$ cat config.mk
export PLATFORM = sky130hd
export DESIGN_NAME = dac_shadow_ctrl
export DESIGN_NICKNAME = d
export VERILOG_FILES = /design/src/rtl/dac_shadow_pkg.sv /design/src/rtl/dac_cfg_regs.sv /design/src/rtl/dac_value_path.sv /design/src/rtl/dac_rd_port.sv /design/src/rtl/dac_shadow_ctrl.sv
export SDC_FILE = /design/constraint.sdc
export NUM_CORES = 1
export LEC_CHECK = 0
export ABC_AREA = 1
export BUFFER_PORTS_ARGS = -buffer_cell sky130_fd_sc_hd__buf_2
export CORE_UTILIZATION = 53
export DETAILED_ROUTE_END_ITERATION = 8
export PLACE_DENSITY = 0.79
export REMOVE_ABC_BUFFERS = 1
export SYNTH_ARGS = -nofsm -noshare
export SYNTH_HDL_FRONTEND = slang
export SYNTH_SLANG_ARGS = --single-unit
$ cat constraint.sdc
create_clock -name clk -period 1.23 [get_ports clk]
set_input_delay 0.123 -clock clk [delete_from_list [all_inputs] [get_ports clk]]
set_output_delay 0.123 -clock clk [all_outputs]
set_load 0.02 [all_outputs]
$ cat src/rtl/dac_shadow_pkg.sv
package dac_shadow_pkg;

  localparam int ADDR_W = 2;
  localparam int CTRL_W = 5;

  typedef enum logic [ADDR_W-1:0] {
    A_CTRL   = 2'd0,
    A_SHADOW = 2'd1,
    A_ACTIVE = 2'd2,
    A_SPARE  = 2'd3
  } reg_addr_e;

  // packed MSB first: lvl_hi is bit 4, sync_load is bit 0
  typedef struct packed {
    logic lvl_hi;
    logic hi_ext;
    logic ref_path;
    logic gain_x2;
    logic sync_load;
  } ctrl_t;

  // legality of the reference / gain pair
  function automatic logic combo_ok(ctrl_t c);
    logic int_low;
    int_low = c.ref_path & ~c.hi_ext & ~c.lvl_hi;
    if (!c.ref_path)     return ~c.gain_x2;
    else if (c.hi_ext)   return ~c.gain_x2;
    else if (c.lvl_hi)   return ~c.gain_x2;
    else                 return int_low & c.gain_x2;
  endfunction

endpackage

$ cat src/rtl/dac_cfg_regs.sv
module dac_cfg_regs
  import dac_shadow_pkg::*;
(
  input  logic                clk,
  input  logic                rst,
  input  logic                clk_en,
  input  logic                wr_en,
  input  reg_addr_e           addr,
  input  logic [CTRL_W-1:0]   wdata,
  output ctrl_t               ctrl_q,
  output logic                cfg_ok_q
);

  logic  wr_ctrl;
  ctrl_t ctrl_d;

  assign wr_ctrl = wr_en && (addr == A_CTRL);

  always_comb begin
    ctrl_d = ctrl_q;
    if (clk_en && wr_ctrl) ctrl_d = ctrl_t'(wdata);
  end

  always_ff @(posedge clk) begin
    if (rst) begin
      ctrl_q   <= '0;
      cfg_ok_q <= 1'b1;
    end else if (clk_en) begin
      ctrl_q   <= ctrl_d;
      cfg_ok_q <= combo_ok(ctrl_d);
    end
  end

  // double gain on the external converter reference is never legal
  assert_x2_ext_R9: assert property (@(posedge clk) disable iff (rst)
    (ctrl_q.gain_x2 && !ctrl_q.ref_path) |-> !cfg_ok_q);

  // unity gain with the external high-reference pin is legal
  assert_x1_hipin_R10: assert property (@(posedge clk) disable iff (rst)
    (!ctrl_q.gain_x2 && ctrl_q.ref_path && ctrl_q.hi_ext) |-> cfg_ok_q);

  // configuration frozen while the clock enable is low
  assert_cfg_freeze_R6: assert property (@(posedge clk) disable iff (rst)
    !clk_en |=> ($stable(ctrl_q) && $stable(cfg_ok_q)));

endmodule

$ cat src/rtl/dac_value_path.sv
module dac_value_path
  import dac_shadow_pkg::*;
#(
  parameter int DATA_W = 12
) (
  input  logic              clk,
  input  logic              rst,
  input  logic              clk_en,
  input  logic              wr_en,
  input  reg_addr_e         addr,
  input  logic [DATA_W-1:0] wdata,
  input  logic              sync_load,
  input  logic              sync_pulse,
  output logic [DATA_W-1:0] shadow_q,
  output logic [DATA_W-1:0] active_q
);

  logic wr_sh;
  logic load_now;
  logic [DATA_W-1:0] load_val;

  assign wr_sh = wr_en && (addr == A_SHADOW);

  always_comb begin
    load_now = 1'b0;
    load_val = shadow_q;
    if (!sync_load) begin
      load_now = wr_sh;
      load_val = wdata;
    end else if (sync_pulse) begin
      load_now = 1'b1;
      load_val = wr_sh ? wdata : shadow_q;
    end
  end

  always_ff @(posedge clk) begin
    if (rst) begin
      shadow_q <= '0;
      active_q <= '0;
    end else if (clk_en) begin
      if (wr_sh)    shadow_q <= wdata;
      if (load_now) active_q <= load_val;
    end
  end

  // immediate mode copies the written code
  assert_imm_load_R2: assert property (@(posedge clk) disable iff (rst)
    (clk_en && wr_en && addr == A_SHADOW && !sync_load) |=> (active_q == $past(wdata)));

  // in sync mode the active code only moves on a strobe
  assert_hold_sync_R3: assert property (@(posedge clk) disable iff (rst)
    (clk_en && sync_load && !sync_pulse) |=> $stable(active_q));

  // write and strobe together carry the fresh value
  assert_same_cycle_R5: assert property (@(posedge clk) disable iff (rst)
    (clk_en && sync_load && sync_pulse && wr_en && addr == A_SHADOW) |=> (active_q == $past(wdata)));

  // values frozen while the clock enable is low
  assert_val_freeze_R6: assert property (@(posedge clk) disable iff (rst)
    !clk_en |=> ($stable(active_q) && $stable(shadow_q)));

endmodule

$ cat src/rtl/dac_rd_port.sv
module dac_rd_port
  import dac_shadow_pkg::*;
#(
  parameter int DATA_W = 12,
  parameter int BUS_W  = 16
) (
  input  logic              clk,
  input  logic              rst,
  input  logic              rd_en,
  input  reg_addr_e         addr,
  input  ctrl_t             ctrl,
  input  logic [DATA_W-1:0] shadow,
  input  logic [DATA_W-1:0] active,
  output logic [BUS_W-1:0]  rdata_q
);

  localparam int VPAD = BUS_W - DATA_W;
  localparam int CPAD = BUS_W - CTRL_W;

  logic [BUS_W-1:0] rd_mux;

  always_comb begin
    unique case (addr)
      A_CTRL:   rd_mux = {{CPAD{1'b0}}, ctrl};
      A_SHADOW: rd_mux = {{VPAD{1'b0}}, shadow};
      A_ACTIVE: rd_mux = {{VPAD{1'b0}}, active};
      default:  rd_mux = '0;
    endcase
  end

  always_ff @(posedge clk) begin
    if (rst)        rdata_q <= '0;
    else if (rd_en) rdata_q <= rd_mux;
  end

  // spare address reads as zero
  assert_spare_zero_R8: assert property (@(posedge clk) disable iff (rst)
    (rd_en && addr == A_SPARE) |=> (rdata_q == '0));

endmodule

$ cat src/rtl/dac_shadow_ctrl.sv
module dac_shadow_ctrl
  import dac_shadow_pkg::*;
#(
  parameter int DATA_W = 12,
  parameter int BUS_W  = 16
) (
  input  logic              clk,
  input  logic              rst,
  input  logic              clk_en,
  input  logic              wr_en,
  input  logic              rd_en,
  input  logic [ADDR_W-1:0] addr,
  input  logic [BUS_W-1:0]  wdata,
  output logic [BUS_W-1:0]  rdata,
  input  logic              sync_pulse,
  output logic [DATA_W-1:0] dac_code,
  output logic              cfg_ok
);

  reg_addr_e         addr_e;
  ctrl_t             ctrl_q;
  logic [DATA_W-1:0] shadow_q;
  logic [DATA_W-1:0] active_q;

  assign addr_e = reg_addr_e'(addr);

  generate
    if (BUS_W > DATA_W) begin : g_hi
      logic unused_hi_bits;
      assign unused_hi_bits = ^wdata[BUS_W-1:DATA_W];
    end
  endgenerate

  dac_cfg_regs u_cfg (
    .clk      (clk),
    .rst      (rst),
    .clk_en   (clk_en),
    .wr_en    (wr_en),
    .addr     (addr_e),
    .wdata    (wdata[CTRL_W-1:0]),
    .ctrl_q   (ctrl_q),
    .cfg_ok_q (cfg_ok)
  );

  dac_value_path #(.DATA_W(DATA_W)) u_val (
    .clk        (clk),
    .rst        (rst),
    .clk_en     (clk_en),
    .wr_en      (wr_en),
    .addr       (addr_e),
    .wdata      (wdata[DATA_W-1:0]),
    .sync_load  (ctrl_q.sync_load),
    .sync_pulse (sync_pulse),
    .shadow_q   (shadow_q),
    .active_q   (active_q)
  );

  dac_rd_port #(.DATA_W(DATA_W), .BUS_W(BUS_W)) u_rd (
    .clk     (clk),
    .rst     (rst),
    .rd_en   (rd_en),
    .addr    (addr_e),
    .ctrl    (ctrl_q),
    .shadow  (shadow_q),
    .active  (active_q),
    .rdata_q (rdata)
  );

  assign dac_code = active_q;

  // a write aimed at the active address changes nothing
  assert_active_ro_R7: assert property (@(posedge clk) disable iff (rst)
    (wr_en && addr_e == A_ACTIVE && !sync_pulse) |=> $stable(dac_code));

endmodule

* After elaboration in Yosys (flattened, before gate mapping)
Index checks and enable logic that the tools add are counted.
** Word-level totals
- Logic and storage cells :: 33
- Input port bits :: 24
- Output and inout port bits :: 29
- Bits in registers :: 46
** Cells by class
- Equal/unequal tests :: 2
- Bitwise gates (word level) :: 6
- Reduce and logical (&&, ||, !) cells :: 6
- Muxes and demuxes :: 10
** Operators with widths (count)
- $mux W12 :: 3
- $pmux W12 S3 :: 1
- $mux W1 :: 5
- $mux W5 :: 1
- $reduce_and A2 Y1 :: 2
- $and A1 B1 Y1 :: 3
- $logic_and A1 B1 Y1 :: 3
- $not A1 Y1 :: 3
- $eq A2 B1 Y1 const B :: 1
- $eq A2 B2 Y1 const B :: 1
- $logic_not A2 Y1 :: 1

* Depth between registers and ports, before layout
Gate-level depths: netlist of the first run.
- Depth after elaboration :: 11
- Gate-level depth with buffers :: 9
- Mapped depth without buffers :: 9

* Modules after synthesis
From an unflattened synthesis of the first run, not the netlist that was laid out.
** Unflattened totals
- Cells, all modules :: 404
- Area, all modules :: 2463.6 µm²
** Modules (own cells, without submodules)
- dac_value_path :: sequential area each 480.5 µm², area each 1432.6 µm², instances 1, cells an instance 251
- dac_rd_port :: sequential area each 240.2 µm², area each 734.5 µm², instances 1, cells an instance 112
- dac_cfg_regs :: sequential area each 120.1 µm², area each 296.5 µm², instances 1, cells an instance 41

* Worst setup path after synthesis of the first run
OpenSTA, ideal clock, no wires.
- Kind :: reg2reg
- From :: register, netlist name u_cfg.ctrl_q[0]
- To :: register u_val.active_q[10]
- Arrival time :: 0.937 ns
- Stages on the path, launching flop included :: 7
- Required time :: 1.114 ns
- Buffers on the path :: 1
- Slack :: 0.177 ns
- Cell sequence :: dfxtp_1 > inv_2 > o211ai_4 > buf_6 > nand2_1 > nand2_1 > a21oi_2
** Between the ends
- Word-level cells in the longest chain between the ends :: 2
- Elaborated cells on any way between the ends :: 3
** Ends and longest elaborated chain
- $mux W1 :: RTL line dac_value_path.sv:27 : if (!sync_load) begin
- $reduce_and A2 Y1 (no line)
- end signal, assigned :: RTL line dac_value_path.sv:42 : if (load_now) active_q <= load_val;
- end, declared :: RTL line dac_value_path.sv:15 : output logic [DATA_W-1:0] active_q
Several ways; a longest one is shown, not always the timed one.
A chain may end at the register's enable or synchronous reset.

* Worst setup path in the final report of the first run
- From :: register, netlist name u_cfg.ctrl_q[0]
- To :: register u_val.active_q[2]
** Between the ends
- Word-level cells in the longest chain between the ends :: 2
- Elaborated cells on any way between the ends :: 3
** Ends and longest elaborated chain (RTL line)
- $mux W1 :: dac_value_path.sv:27
- $reduce_and A2 Y1 (no line)
Several ways; a longest one is shown, not always the timed one.

==> results.py, run 1 <==
metrics = {
    "outcome": {
        "outcome": "finished, final reports clean",
    },
    "pwr": {
        "vdd_drop_max_v": 0.000588,
        "totalPowerFinal_mw": 2.96,
        "power_leakage_nw": 1.35,
        "power_density_nw_per_um2": 1100,
    },
    "sta": {
        "timing.setup.tns_ns": 0,
        "period_share_pct": 97.4,
        "slew_violations": 0,
        "hold_viol_final": 0,
        "period_needed_ns": 1.20,
        "layout_setup_ws_ns": 0.0321,
        "fmax_mhz": 835,
        "finalSetupViolCount": 0,
        "finalClockSkew_ns": 0.00432,
        "rsz0062_at_grt": "yes",
    },
    "critical_path": {
        "crit_fanout": 6,
        "worstSetupEndpointType": "flop",
        "arrival_ns": 1.39,
        "worstSetupPathType": "flop to flop",
        "start_kind": "flop",
        "critPathRequiredTime_ns": 1.42,
    },
    "yosys": {
        "synth_top_cell_by_area": "dfxtp_1",
        "ys_async_sr_fraction_pct": 0,
        "ys_seq_area_share_pct": 37.8,
        "ys.flop_type": "dfxtp_1",
        "syn_inst": 309,
        "ys_seq_elements": 42,
        "synth_cell_types": 27,
        "syn_area_um2": 2230,
        "syn_area_per_cell_um2": 7.20,
        "yosysTopAreaCellShare_pct": 37.8,
        "ys_warn_count": 0,
        "synth_area_leaders": "dfxtp_1 38%, a21oi_2 10%, inv_1 9.6%",
        "synth_edf_count": 0,
        "synth_common_cells": "57 x inv_1, 57 x nand2_1, 42 x dfxtp_1",
    },
    "cts": {
        "htree_num_levels": 2,
        "cts_tree": "yes",
        "clock-root-buffer": "clkbuf_8",
        "cts.path.max_buffers": 2,
        "cts-hold-fix-buffers": 0,
        "clock_sinks": 42,
        "numCtsBuffers": 5,
        "insertion_delay_ns": 0.30,
        "clk_transition_reported_paths_ns": 0.08,
    },
    "die": {
        "die-area_um2": 4460,
        "die_w_um": 66.8,
        "rows": 23,
        "core_area_um2": 4030,
        "start_util_pct": 55.2,
        "die_h_um": 66.8,
        "io-pin-count": 53,
    },
    "cells_and_area": {
        "drive_gt1_share_pct": 29.8,
        "area_growth_syn_to_layout_pct": 21.5,
        "regArea_um2": 842,
        "fill_cells": 360,
        "diodes": 0,
        "fin_nets": 386,
        "multi_input_area_um2": 1030,
    },
    "grt": {
        "globalRouteTotalUtil_pct": 25.8,
        "first_global_vias": 1927,
        "gr-total-overflow": 0,
        "antenna_found_initial": 0,
        "grt_max_degree": 26,
        "grt_first_pass_wirelength_um": 8480,
    },
    "min_path": {
        "worstHoldPathType": "input port to flop",
    },
    "placement": {
        "portBuffers": 44,
        "place.gp.congestion": 0.819,
        "hpwl_um": 3510,
        "pre_cts_ws_ns": 0.0620,
    },
    "job": {
        "cap_violations": 0,
    },
    "route": {
        "initialDrtViolationCount": 175,
        "wl_per_cell_um": 13.1,
        "routed_wl_um": 5420,
        "via_per_inst": 5.13,
        "dr.pass1.iters": 4,
        "remaining_drc_errors": 0,
        "num_vias": 2119,
        "ant_nets": 0,
    },
}
-- final timing paths --
check / from / end / cells after the start / slack, ns
min reg2reg: u_rd.rdata_q[3] / u_rd.rdata_q[3] / 2 / 0.46
min: wdata[9] / u_val.active_q[9] / 3 / 0.10
max reg2reg: u_cfg.ctrl_q[0] / u_val.active_q[2] / 6 / 0.03
max: u_cfg.ctrl_q[0] / u_val.active_q[2] / 6 / 0.03
-- layer usage --
layer | track usage, % | up-vias | share of wire [%]
met5 | 0 | - | 0
met4 | 10.4 | 0 | 1.7
met3 | 6.16 | 8 | 7.6
met2 | 42.4 | 80 | 48
met1 | 32.1 | 952 | 42
li1 | - | 1079 | -
-- registers in the layout (all words and copies together), names as in the netlist --
name            cells
u_cfg.cfg_ok_q      1
u_cfg.ctrl_q        5
u_rd.rdata_q       12
u_val.active_q     12
u_val.shadow_q     12
-- per-stage QoR --
step	std cells	util (%)	area, um^2	hold slack [ns]
2_1_floorplan	292	-	2090	0.192
3_3_place_gp	401	63.0	2540	0.404
3_5_place_dp	401	63.0	2540	0.412
4_1_cts	409	65.2	2630	0.0981
5_1_grt	413	67.1	2710	0.108
6_report	413	67.1	2710	0.101
-- what timing repair did --
action / CTS / global route
setup buffers: 0 / 1
setup endpoints to repair: 0 / 2
resized for setup: 0 / 3
-- final cells by class --
class                   count  area share (%)
clock buffers               7            3.19
flip-flops and latches     42            31.1
repair buffers             63            16.7
well taps                  50            2.31
clock inverters             1           0.185
inverters                  60            8.42
multi-input cells         190            38.1
-- cells by family (layout without fill, tap and decap cells) --
kind of cell	after synthesis	after routing	share of synthesized area (%)
AO/OA/AOI/OAI	94	94	28.2
AND/OR/NAND/NOR	92	92	17.3
buffers and inverters	80	131	16.6
flip-flops	42	42	37.8
other	1	4	0.168
-- layout by cell type (no fill, tap or decap), types with 2 or more instances in the layout --
cell type  netlist  final
nand2_2          2      2
a21oi_1         27     26
o221ai_1         7      7
o22ai_1          5      5
nor2_1          23     23
inv_1           57     57
buf_2            4     44
o21ai_0         24     24
nand3_1          6      6
conb_1           1      4
buf_12           0      4
o21ai_2          2      2
nand2_1         57     57
buf_4            4     12
clkbuf_16        0      2
a21oi_2         26     27
clkbuf_8         2      6
dfxtp_1         42     41
-- worst max-delay path, cell delays in order, from the launching register on --
cell and delay (ns):
dfxtp_2 0.36, inv_4 0.05, o211ai_4 0.30, clkbuf_16 0.23
nand2_1 0.05, nand2_1 0.05, a21oi_1 0.04
-- power breakdown --
group / internal, mW / switching, mW / total (mW)
sequential: 1.43 / 0.0301 / 1.46
clock: 0.453 / 0.473 / 0.926
combinational: 0.215 / 0.361 / 0.576
total: 2.10 / 0.864 / 2.96
Power figures use the tool's default switching activity.
==> run 2, diff against run 1 <==
==> constraint.sdc (replaced) <==
create_clock -name clk -period 1.23 [get_ports clk]
set_input_delay 0.0615 -clock clk [delete_from_list [all_inputs] [get_ports clk]]
set_output_delay 0.0615 -clock clk [all_outputs]
set_load 0.02 [all_outputs]
==> run 2 against run 1 <==
Effect of this change: combinational power decreased by 6.8%; first-iteration DRC count decreased by 38%; non-clock buffer count decreased by 6; setup slack improved by 0.053 ns; hold slack got worse by 0.054 ns; critical path type unchanged; largest cell class unchanged.
==> results.py, run 2 (synthesized netlist as in run 1, its figures left out) <==
metrics = {
    "cells_and_area": {
        "multi_input_area_um2": 1030,
        "fin_nets": 380,
        "layout_common_cells": "57 x inv_1, 57 x nand2_1, 44 x buf_2, 42 x dfxtp_1, 27 x a21oi_1",
        "area_growth_syn_to_layout_pct": 16.3,
        "regArea_um2": 841,
        "diodes": 0,
        "reg_top3": "u_rd.rdata_q: 12 flops, u_val.active_q: 12 flops, u_val.shadow_q: 12 flops",
        "fill_cells": 364,
        "postLayoutCoreUtil_pct": 64.3,
        "drive_gt1_share_pct": 28.0,
    },
    "pwr": {
        "p_comb_share_pct": 18.4,
        "p_int_mw": 2.07,
        "power_density_nw_per_um2": 1130,
        "pwr-share-seq_pct": 50.0,
        "power_leakage_nw": 1.29,
        "swShare_pct": 29.0,
        "vdd_drop_max_v": 0.000535,
        "p_switching_mw": 0.848,
        "p_clk_share_pct": 31.6,
    },
    "grt": {
        "grt_first_pass_wirelength_um": 8390,
        "grt_max_degree": 26,
        "first_global_vias": 1967,
        "antenna_found_initial": 0,
        "globalRouteTotalUtil_pct": 25.4,
        "gr-total-overflow": 0,
    },
    "sta": {
        "hold_viol_final": 0,
        "fmax_mhz": 873,
        "finalClockSkew_ns": 0.00379,
        "period_needed_ns": 1.15,
        "period_share_pct": 93.1,
        "finalSetupViolCount": 0,
        "rsz0062_at_grt": "no",
        "slew_violations": 0,
        "timing.setup.tns_ns": 0,
    },
    "route": {
        "routed_wl_um": 5100,
        "dr.pass1.iters": 5,
        "remaining_drc_errors": 0,
        "via_per_inst": 5.21,
        "wl_per_cell_um": 12.5,
        "initialDrtViolationCount": 108,
        "num_vias": 2121,
        "ant_nets": 0,
    },
    "cts": {
        "clock_sinks": 42,
        "cts-hold-fix-buffers": 0,
        "insertion_delay_ns": 0.30,
        "clk_transition_reported_paths_ns": 0.08,
        "cts_tree": "yes",
        "post-cts-setup-buffer-count": 0,
        "numCtsBuffers": 5,
        "clock-root-buffer": "clkbuf_8",
        "cts.path.max_buffers": 2,
        "cts_resized": 0,
        "htree_num_levels": 2,
    },
    "critical_path": {
        "start_kind": "flop",
        "worstSetupPathType": "flop to flop",
        "cp_slowest_cell": "dfxtp_1",
        "arrival_ns": 1.34,
        "critical_path.cell_chain": "inv_2 > o211ai_4 > buf_12 > nand2_1 > nand2_1 > a21oi_2",
        "worstSetupEndpointType": "flop",
        "crit_top_cell": "nand2_1",
        "critPathRequiredTime_ns": 1.42,
        "path_delay_family": "flip-flops",
        "crit_buf_inv": 2,
        "crit_fanout": 24,
        "cpPeakStageDelay_ns": 0.34,
    },
    "die": {
        "start_util_pct": 55.2,
        "die_h_um": 66.8,
        "rows": 23,
        "die_w_um": 66.8,
        "core_area_um2": 4030,
        "die-area_um2": 4460,
        "io-pin-count": 53,
    },
    "placement": {
        "place.gp.congestion": 0.820,
        "portBuffers": 44,
        "hpwl_um": 3550,
    },
    "outcome": {
        "outcome": "finished, final reports clean",
    },
    "job": {
        "cap_violations": 0,
    },
    "min_path": {
        "worstHoldPathType": "input port to flop",
    },
}
==> run 2: metrics by stage <==
stage	power, mW	hold WS [ns]	instance area [um^2]	std cells	setup WS (ns)
floorplan	1.82	0.131	2090	292	-0.122
detailed placement	2.03	0.354	2500	399	0.0953
CTS	2.95	0.0377	2590	407	0.0848
global placement	2.01	0.344	2500	399	0.119
finish	2.92	0.0473	2590	407	0.0850
global route	3.08	0.0468	2590	407	0.00354
==> run 2: layout make-up <==
type | instances | share of cell area [%]
Multi-Input combinational cell | 190 | 39.6
Clock buffer | 7 | 3.33
Inverter | 60 | 8.70
Timing Repair Buffer | 57 | 13.2
Tap cell | 50 | 2.42
Sequential cell | 42 | 32.5
Clock inverter | 1 | 0.193
==> run 2: path summary, 6_finish.rpt <==
check	to	cells after the start	slack [ns]	startpoint
min reg2reg	u_rd.rdata_q[3]	2	0.46	u_rd.rdata_q[3]
max	u_val.active_q[7]	6	0.08	u_cfg.ctrl_q[0]
max reg2reg	u_val.active_q[7]	6	0.08	u_cfg.ctrl_q[0]
min	u_val.active_q[9]	3	0.05	wdata[9]
==> run 2: power by group through the flow <==
stage	Sequential (mW)	Combinational (mW)	Clock, mW
2_1_floorplan	1.54	0.275	0
3_3_place_gp	1.49	0.519	0
3_5_place_dp	1.49	0.532	0
4_1_cts	1.46	0.536	0.954
5_1_grt	1.47	0.595	1.01
6_report	1.46	0.537	0.923
==> run 2: worst reg2reg max path: cells and delay by family, from the launching register on <==
kind / cells / cell delay, ns
and+or+nand+nor: 2 / 0.16
buffers and inverters: 2 / 0.30
AOI/OAI and AO/OA: 2 / 0.24
DFF: 1 / 0.34
==> run 2: metal layers <==
layer  track usage, %  vias to the layer above  routed length, um
met5                0                        -                  0
met4             11.4                        0                 91
met3             5.65                       11                337
met2             43.6                       90               2390
met1             30.0                      946               2280
li1                 -                     1074                  -
